File: config.mk
export PLATFORM = sky130hd
export DESIGN_NAME = rs485_dir_ctrl
export DESIGN_NICKNAME = d
export VERILOG_FILES = /design/src/rtl/rs485_dir_pkg.sv /design/src/rtl/rs485_cfg_regs.sv /design/src/rtl/rs485_turn_timer.sv /design/src/rtl/rs485_dir_fsm.sv /design/src/rtl/rs485_dir_ctrl.sv
export SDC_FILE = /design/constraint.sdc
export NUM_CORES = 1
export LEC_CHECK = 0
export BUFFER_PORTS_ARGS = -buffer_cell sky130_fd_sc_hd__buf_2
export CAP_MARGIN = 10
export CORE_MARGIN = 2
export CORE_UTILIZATION = 54
export DETAILED_ROUTE_END_ITERATION = 16
export GPL_ROUTABILITY_DRIVEN = 0
export HOLD_SLACK_MARGIN = 0.06
export PLACE_DENSITY_LB_ADDON = 0.25
export SYNTH_ARGS = -nofsm -noshare
export SYNTH_HDL_FRONTEND = slang
export SYNTH_SLANG_ARGS = --single-unit
File: constraint.sdc
create_clock -name clk -period 2.13 [get_ports clk]
set_input_delay 0.1065 -clock clk [delete_from_list [all_inputs] [get_ports clk]]
set_output_delay 0.1065 -clock clk [all_outputs]
set_load 0.05 [all_outputs]
File: src/rtl/rs485_dir_pkg.sv
package rs485_dir_pkg;

  typedef enum logic [1:0] {
    DIR_IDLE  = 2'd0,
    DIR_DRIVE = 2'd1,
    DIR_TURN  = 2'd2
  } dir_state_e;

  localparam int CFG_ADDR_W   = 1;
  localparam int CFG_DATA_W   = 8;
  localparam int TURN_W       = 8;
  localparam logic [CFG_ADDR_W-1:0] ADDR_CTRL = 1'b0;
  localparam logic [CFG_ADDR_W-1:0] ADDR_TURN = 1'b1;
  localparam int CTRL_EN_BIT  = 0;
  localparam int CTRL_INV_BIT = 5;

endpackage

File: src/rtl/rs485_cfg_regs.sv
module rs485_cfg_regs
  import rs485_dir_pkg::*;
#(
  parameter int ADDR_W = CFG_ADDR_W,
  parameter int DATA_W = CFG_DATA_W,
  parameter int DLY_W  = TURN_W
) (
  input  logic              clk,
  input  logic              rst,
  input  logic              wr,
  input  logic [ADDR_W-1:0] addr,
  input  logic [DATA_W-1:0] wdata,
  output logic              en_q,
  output logic              inv_q,
  output logic [DLY_W-1:0]  dly_q
);

  always_ff @(posedge clk) begin
    if (rst) begin
      en_q  <= 1'b0;
      inv_q <= 1'b0;
      dly_q <= '0;
    end else if (wr) begin
      if (addr == ADDR_CTRL) begin
        en_q  <= wdata[CTRL_EN_BIT];
        inv_q <= wdata[CTRL_INV_BIT];
      end else if (addr == ADDR_TURN) begin
        dly_q <= wdata[DLY_W-1:0];
      end
    end
  end


  turn_write_chk: assert property (@(posedge clk) disable iff (rst)
    (wr && addr == ADDR_TURN) |=> (dly_q == $past(wdata[DLY_W-1:0])));

endmodule

File: src/rtl/rs485_turn_timer.sv
module rs485_turn_timer #(
  parameter int DLY_W = 8
) (
  input  logic             clk,
  input  logic             rst,
  input  logic             run,
  input  logic             tick,
  input  logic [DLY_W-1:0] limit,
  output logic             expire
);

  localparam int EXT_W = DLY_W + 1;

  logic [DLY_W-1:0] cnt_q;
  logic [EXT_W-1:0] cnt_inc;

  assign cnt_inc = {1'b0, cnt_q} + EXT_W'(1);
  assign expire  = run && tick && (cnt_inc == {1'b0, limit});

  always_ff @(posedge clk) begin
    if (rst || !run) begin
      cnt_q <= '0;
    end else if (tick) begin
      cnt_q <= cnt_inc[DLY_W-1:0];
    end
  end


  hold_without_tick_chk: assert property (@(posedge clk) disable iff (rst)
    (run && !tick) |=> $stable(cnt_q));

endmodule

File: src/rtl/rs485_dir_fsm.sv
module rs485_dir_fsm
  import rs485_dir_pkg::*;
(
  input  logic       clk,
  input  logic       rst,
  input  logic       en,
  input  logic       fifo_wr,
  input  logic       fifo_empty,
  input  logic       stop_done,
  input  logic       shifter_idle,
  input  logic       dly_zero,
  input  logic       expire,
  output dir_state_e state_q,
  output dir_state_e state_nxt,
  output logic       run_timer
);

  logic last_stop;

  assign last_stop = stop_done && fifo_empty && shifter_idle;
  assign run_timer = (state_q == DIR_TURN);

  always_comb begin
    state_nxt = state_q;
    if (!en) begin
      state_nxt = DIR_IDLE;
    end else if (fifo_wr) begin
      state_nxt = DIR_DRIVE;
    end else begin
      case (state_q)
        DIR_DRIVE: if (last_stop) state_nxt = dly_zero ? DIR_IDLE : DIR_TURN;
        DIR_TURN:  if (expire) state_nxt = DIR_IDLE;
        default:   state_nxt = DIR_IDLE;
      endcase
    end
  end

  always_ff @(posedge clk) begin
    if (rst) state_q <= DIR_IDLE;
    else     state_q <= state_nxt;
  end


  start_drive_chk: assert property (@(posedge clk) disable iff (rst)
    (state_q == DIR_IDLE && en && fifo_wr) |=> (state_q == DIR_DRIVE));


  cancel_turn_chk: assert property (@(posedge clk) disable iff (rst)
    (state_q == DIR_TURN && en && fifo_wr) |=> (state_q == DIR_DRIVE));


  hold_drive_chk: assert property (@(posedge clk) disable iff (rst)
    (state_q == DIR_DRIVE && en && !(stop_done && fifo_empty && shifter_idle))
      |=> (state_q == DIR_DRIVE));


  zero_turn_chk: assert property (@(posedge clk) disable iff (rst)
    (state_q == DIR_DRIVE && en && !fifo_wr && stop_done && fifo_empty &&
     shifter_idle && dly_zero) |=> (state_q == DIR_IDLE));

endmodule

File: src/rtl/rs485_dir_ctrl.sv
module rs485_dir_ctrl
  import rs485_dir_pkg::*;
#(
  parameter int ADDR_W = CFG_ADDR_W,
  parameter int DATA_W = CFG_DATA_W,
  parameter int DLY_W  = TURN_W
) (
  input  logic              clk,
  input  logic              rst,
  input  logic              cfg_wr,
  input  logic [ADDR_W-1:0] cfg_addr,
  input  logic [DATA_W-1:0] cfg_wdata,
  input  logic              fifo_wr,
  input  logic              fifo_empty,
  input  logic              stop_done,
  input  logic              shifter_idle,
  input  logic              bit_tick,
  output logic              dir_out
);

  logic             en_q;
  logic             inv_q;
  logic [DLY_W-1:0] dly_q;
  logic             expire;
  logic             run_timer;
  dir_state_e       state_q;
  dir_state_e       state_nxt;

  rs485_cfg_regs #(.ADDR_W(ADDR_W), .DATA_W(DATA_W), .DLY_W(DLY_W)) regs_i (
    .clk   (clk),
    .rst   (rst),
    .wr    (cfg_wr),
    .addr  (cfg_addr),
    .wdata (cfg_wdata),
    .en_q  (en_q),
    .inv_q (inv_q),
    .dly_q (dly_q)
  );

  rs485_dir_fsm fsm_i (
    .clk          (clk),
    .rst          (rst),
    .en           (en_q),
    .fifo_wr      (fifo_wr),
    .fifo_empty   (fifo_empty),
    .stop_done    (stop_done),
    .shifter_idle (shifter_idle),
    .dly_zero     (dly_q == '0),
    .expire       (expire),
    .state_q      (state_q),
    .state_nxt    (state_nxt),
    .run_timer    (run_timer)
  );

  rs485_turn_timer #(.DLY_W(DLY_W)) timer_i (
    .clk    (clk),
    .rst    (rst),
    .run    (run_timer),
    .tick   (bit_tick),
    .limit  (dly_q),
    .expire (expire)
  );

  // Active level is 0 unless the polarity bit is set.
  always_ff @(posedge clk) begin
    if (rst) dir_out <= 1'b1;
    else     dir_out <= ~((state_nxt != DIR_IDLE) ^ inv_q);
  end


  disabled_level_chk: assert property (@(posedge clk) disable iff (rst)
    !en_q |=> (dir_out == ~$past(inv_q)));


  reset_state_chk: assert property (@(posedge clk)
    rst |=> (dir_out && !en_q && !inv_q && dly_q == '0));

endmodule

==> results.txt, run 1 <==
post-synth net total -> 159
Worst Path Required -> 2330 ps
Leakage -> 0.501 nW
Hold Crit Class -> input port to flop
worst r2r path cells -> 8
Post-synth ARST share -> 0%
MaxCap Viol Count -> 0
vias per cell -> 5.57
layout cells sized above 1 -> 14.8%
GRT overflow -> 0
Warnings, synthesis -> 0
hold buffer count at CTS -> 8
post-CTS setup buffers -> 0
slowest CP cell -> dfxtp_1
PostCTS Resize Cnt -> 0
NumNets Final -> 183
R2R Setup Slk -> 220 ps
final hold violation count -> 0
Critical R2R Capture -> dir_out
Setup TNS -> 0 ps
Setup crit end -> dir_out
worst clock skew -> 2.71 ps
DIE AREA -> 2480 um^2
Buffers on Ports -> 17
crit path from -> timer_i.cnt_q[1]
Max Fclk -> 524 MHz
Final setup viols -> 0
Post-Place Setup Slack -> 229 ps
Worst slew margin -> 72.8%
prevailing post-synth register cell -> dfxtp_1
crit-path max FO -> 4
syn avg cell area -> 8.16 um^2
crit end category -> flop
Routed WL -> 2.38 mm
Startpoint Class -> flop
main combinational cell family by area after synthesis -> simple AND/OR/NAND/NOR gates
dominant cell type by area after synthesis -> dfxtp_1
Post-DP HPWL -> 1.79 mm
first drt pass iteration count -> 5
clk sink count -> 21
Longest Clk Path Bufs -> 2
unrepaired setup endpoints after global routing -> false
CP cell instances -> ha_1 -> xnor2_1 -> o2111ai_1 -> a211oi_1 -> and4_1 -> a31oi_1 -> nand3b_1 -> mux2i_1
crit path buf inv count -> 0
DRT iter0 DRCs -> 22
Synth area leaders -> dfxtp_1, a21oi_1, nand3_1
Power, Total -> 0.684 mW
simple-gate area share of the yosys netlist -> 27.6%
Synth Area in Adders -> 3.31%
H-tree depth -> 1
Post-Synth XOR/XNOR Area -> 11.5%
fin crit period -> 1910 ps
Critical Path Max Stage Delay -> 400 ps
max-slew violations -> 0
sequential share of the synthesized area -> 37.1%
number of synthesized register bits -> 21
ANT cells -> 0
status -> finished clean
clk_lat worst skew -> 310 ps
Core ar. -> 1960 um^2
Top-Level Pins -> 18
Synth cell types -> 32
TritonCTS clock tree -> yes
global-route wire length before repair -> 4.30 mm
antenna violations before repair -> 0
final worst-path cycle share -> 89.6%
Compound-Gate Fraction of Synth Area -> 12.7%
die width -> 49.8 um
PnR worst setup slack -> 221 ps
CP arrival -> 2110 ps
Cells after Synth -> 139
critical path class -> flop to flop
vias in the first global route -> 1000
Power per Cell Area -> 513 nW/um^2
fillers -> 192
largest net degree at the start of global routing -> 16
initial core utilization -> 57.8%
multiplexer area fraction after synthesis -> 3.53%
Slew @ Worst Pin -> 408 ps
WP depth -> 8
Tot GR Track Use -> 22.5%
DR vias -> 1053
CTS buffer count -> 3
Routed Antenna Nets -> 0
DR DRC count -> 0
Die H -> 49.8 um
Rows -> 16
number of synthesized flops with an enable pin -> 0
CTS root buf -> clkbuf_4
routed len/inst -> 12.6 um
Layout area overhead -> 17.5%
delay-heaviest family, CP -> simple AND/OR/NAND/NOR gates
VDD IR max -> 451 uV
top cell type's share of synthesized area -> 37.1%
reg2reg start -> timer_i.cnt_q[1]
clk slew on worst S/H paths -> 110 ps
Synth Cell Area -> 1130 um^2
[final cells by class]
class / instances / area, um^2 / area share, %
Clock buffer: 4 / 26.3 / 1.97
Inverter: 2 / 7.51 / 0.563
Multi-Input combinational cell: 108 / 664 / 49.9
Sequential cell: 21 / 420 / 31.5
Tap cell: 27 / 33.8 / 2.54
Timing Repair Buffer: 27 / 180 / 13.5
[where the power goes]
| part | total (mW) | internal (mW) | switching, mW |
|---|---|---|---|
| clock network | 0.191 | 0.0732 | 0.118 |
| logic | 0.0815 | 0.0424 | 0.0392 |
| registers | 0.411 | 0.403 | 0.00879 |
[cells in the final DEF (no fill, tap or decap)]
cell type,count
xnor2_1,7
nand2_1,14
inv_1,2
o21ai_1,1
o2111ai_1,2
nand3_1,13
xor2_1,6
clkbuf_4,3
a31oi_1,1
mux2i_1,4
a32o_1,1
nand3b_1,1
or3_1,2
a21oi_1,14
xnor2_2,1
and3_1,2
buf_4,2
dfxtp_1,21
buf_2,17
ha_1,3
clkbuf_1,1
and4_1,1
nor3b_1,2
nor2_1,12
nand2b_1,3
nand4_1,4
dlygate4sd3_1,8
nor2b_1,3
a211oi_1,1
a21o_1,1
or4_1,2
o21ai_0,4
nor3_1,2
or2_2,1
[cell usage after synthesis, types with 2 or more instances]
| master | instances |
|---|---|
| nand4_1 | 4 |
| buf_2 | 3 |
| or3_1 | 2 |
| nor2b_1 | 3 |
| nand3_1 | 13 |
| nor2_1 | 12 |
| xor2_1 | 6 |
| nand2b_1 | 3 |
| or4_1 | 2 |
| nor3b_1 | 2 |
| nor3_1 | 2 |
| clkbuf_1 | 4 |
| a21oi_1 | 14 |
| mux2i_1 | 4 |
| ha_1 | 3 |
| o2111ai_1 | 2 |
| nand2_1 | 14 |
| inv_1 | 2 |
| and3_1 | 2 |
| dfxtp_1 | 21 |
| xnor2_1 | 7 |
| o21ai_0 | 4 |
[registers in the layout (all words and copies together) (netlist names)]
name and cells:
regs_i.en_q 1, regs_i.inv_q 1, dir_out 1, fsm_i.state_q 2
timer_i.cnt_q 8, regs_i.dly_q 8
[metal layers]
layer | global-route usage (%) | part of all wire (%)
met4 | 8.33 | 1.5
met3 | 3.64 | 2.7
met1 | 27.7 | 44
met2 | 39.3 | 52
met5 | 0 | 0
[through the flow]
step	utilization (%)	hold slack, ps	cells	cell area [um^2]
after floorplan	-	176	139	1130
after global placement	62.5	352	177	1230
after detailed placement	62.5	366	177	1230
after CTS	67.9	127	189	1330
after global routing	67.9	151	189	1330
final	67.9	128	189	1330
[kinds of logic after synthesis]
kind of cell | Yosys count
adders and majority gates | 3
buffers and inverters | 10
DFF | 21
AOI/OAI and AO/OA | 25
and+or+nand+nor | 62
muxes | 4
xor gates and xnor gates | 14
[worst reg2reg max path, delay by kind of cell, from the launching register on]
family / cells / cell delay, ps
AND/OR/NAND/NOR: 2 / 430
AO/OA/AOI/OAI: 3 / 420
flip-flops: 1 / 400
adder cells (fa/ha/maj): 1 / 270
XOR/XNOR: 1 / 160
multiplexers: 1 / 130
[how the worst min path moves through the flow]
stage	startpoint	depth (start not counted)	to	slack, ps
2_1_floorplan	rst	1	fsm_i.state_q[1]	180
3_3_place_gp	cfg_wdata[5]	3	regs_i.inv_q	350
3_5_place_dp	cfg_wdata[5]	3	regs_i.inv_q	370
4_1_cts	rst	2	regs_i.inv_q	130
5_1_grt	rst	2	regs_i.en_q	150
6_report	rst	2	regs_i.inv_q	130
No activity file was read; power rests on OpenSTA's default activity.
==> inputs of run 2 (changes only) <==
--- a/config.mk
+++ b/config.mk
@@ -12,7 +12,7 @@
 export DETAILED_ROUTE_END_ITERATION = 16
 export GPL_ROUTABILITY_DRIVEN = 0
 export HOLD_SLACK_MARGIN = 0.06
-export PLACE_DENSITY_LB_ADDON = 0.25
+export PLACE_DENSITY_LB_ADDON = 0.08
 export SYNTH_ARGS = -nofsm -noshare
 export SYNTH_HDL_FRONTEND = slang
 export SYNTH_SLANG_ARGS = --single-unit
==> run 2 against run 1 <==
  * Sequential power barely moved
  * Combinational power about the same
  * Total power is 0.13% higher
  * Global-route usage down 1.7 points
  * First-iteration DRC count rose by 9.1%
  * Via count is 0.85% higher
  * Final cell count rose by 0.53%
  * Hold slack better by 11 ps
  * Critical path type unchanged
==> results.txt, run 2 (same netlist as run 1, synthesis figures left out) <==
status -> finished clean
clk_lat worst skew -> 300 ps (about the same)
unrepaired setup endpoints after global routing -> false
critical path class -> flop to flop
CP arrival -> 2130 ps (+20 ps)
largest net degree at the start of global routing -> 16 (unchanged)
GRT overflow -> 0 (unchanged)
ANT cells -> 0 (unchanged)
post-CTS setup buffers -> 0 (unchanged)
Worst slew margin -> 79.2% (+6.4 points)
final worst-path cycle share -> 90.6% (+0.99 points)
first drt pass iteration count -> 4 (-1)
Setup TNS -> 0 ps (unchanged)
Slew @ Worst Pin -> 312 ps (-96.1 ps)
PostCTS Resize Cnt -> 0 (unchanged)
routed len/inst -> 12.3 um (-2.0%)
CTS buffer count -> 3 (unchanged)
Routed Antenna Nets -> 0 (unchanged)
CP cell instances -> ha_1 -> xnor2_1 -> o2111ai_1 -> a211oi_1 -> and4_1 -> a31oi_1 -> nand3b_1 -> mux2i_1
WP depth -> 8 (unchanged)
Top-Level Pins -> 18 (unchanged)
R2R Setup Slk -> 200 ps (-20 ps)
fin crit period -> 1930 ps (+21.0 ps)
antenna violations before repair -> 0 (unchanged)
crit path buf inv count -> 0 (unchanged)
crit path from -> timer_i.cnt_q[1]
worst clock skew -> 5.98 ps (+3.27 ps)
vias per cell -> 5.59 (+0.32%)
Setup crit end -> dir_out
delay-heaviest family, CP -> simple AND/OR/NAND/NOR gates
Layout area overhead -> 18.3%
die width -> 49.8 um (unchanged)
Final setup viols -> 0 (unchanged)
largest registers -> regs_i.dly_q x8, timer_i.cnt_q x8, fsm_i.state_q x2
hold buffer count at CTS -> 8 (unchanged)
TritonCTS clock tree -> yes
clk slew on worst S/H paths -> 120 ps (about the same)
vias in the first global route -> 903 (-9.7%)
crit-path max FO -> 4 (unchanged)
Core ar. -> 1960 um^2 (unchanged)
most common cell after layout, fill and taps aside -> dfxtp_1
NumNets Final -> 184 (+0.55%)
Longest Clk Path Bufs -> 2 (unchanged)
slowest CP cell -> dfxtp_1
max-slew violations -> 0 (unchanged)
Worst Path Required -> 2330 ps (about the same)
Critical R2R Capture -> dir_out
CTS root buf -> clkbuf_4
Power per Cell Area -> 511 nW/um^2 (-0.52%)
DRT iter0 DRCs -> 24 (+9.1%)
Post-DP HPWL -> 1.71 mm (-4.7%)
MaxCap Viol Count -> 0 (unchanged)
Tot GR Track Use -> 20.9% (-1.7 points)
commonest cells after routing, fill and taps aside -> dfxtp_1, buf_2, nand2_1, a21oi_1, nand3_1
DR vias -> 1062 (+0.85%)
Startpoint Class -> flop
worst r2r path cells -> 8 (unchanged)
Hold Crit Class -> input port to flop
Critical Path Max Stage Delay -> 400 ps (about the same)
Max Fclk -> 518 MHz (-1.1%)
H-tree depth -> 1 (unchanged)
DIE AREA -> 2480 um^2 (unchanged)
Leakage -> 0.510 nW (+1.6%)
global-route wire length before repair -> 4.00 mm (-6.9%)
Buffers on Ports -> 17 (unchanged)
initial core utilization -> 57.8% (unchanged)
crit end category -> flop
DR DRC count -> 0 (unchanged)
Die H -> 49.8 um (unchanged)
Hold WS -> 140 ps (+11.4 ps)
final hold violation count -> 0 (unchanged)
clk sink count -> 21 (unchanged)
Rows -> 16 (unchanged)
Routed WL -> 2.34 mm (-1.5%)
VDD IR max -> 330 uV (-27%)
reg2reg start -> timer_i.cnt_q[1]
layout cells sized above 1 -> 16.0% (+1.1 points)
==> run 2: cell count changes in the layout (fill, tap and decap cells not counted) <==
cell	previous run	this run
clkbuf_1	1	0
clkinv_2	0	1
buf_4	2	3
==> run 2: stage by stage <==
step	area (um^2)	setup slack [ps]	power [mW]	utilization, %	instances
global placement	1230	289	0.488	62.9	178
detailed placement	1230	234	0.490	62.9	178
finish	1340	199	0.685	68.4	190
floorplan	1130	334	0.465	-	139
global route	1340	56.0	0.723	68.4	190
CTS	1340	213	0.690	68.4	190
==> run 2: cell type report <==
type	instances	area, um^2
fill	189	621
sequential	21	420
multi-input combinational	108	664
tap	27	33.8
inverter	2	7.51
clock inverter	1	5.00
timing repair buffer	28	188
clock buffer	3	22.5
==> run 2: worst min-delay path by stage <==
stage                 startpoint               end  slack [ps]  depth (start not counted)
global route                 rst   regs_i.dly_q[0]         140                          2
global placement    cfg_wdata[5]      regs_i.inv_q         350                          3
finish                       rst       regs_i.en_q         140                          2
CTS                     cfg_addr   regs_i.dly_q[5]         140                          3
floorplan                    rst  fsm_i.state_q[1]         180                          1
detailed placement  cfg_wdata[5]      regs_i.inv_q         370                          3
==> run 2: per-layer routing <==
metal	part of all wire, %	GRT usage [%]	up-vias	wire length (um)
met5	0	0	-	0
met4	0.56	5.56	0	13
met3	4.7	3.64	2	110
met2	48	34.2	32	1120
met1	47	28.3	488	1090
li1	-	-	540	-
==> run 2: where the power goes <==
part	total (mW)	leakage, nW	switching, mW	internal (mW)
registers	0.411	0.170	0.00875	0.403
clock network	0.192	0.0177	0.122	0.0699
logic	0.0813	0.321	0.0390	0.0423
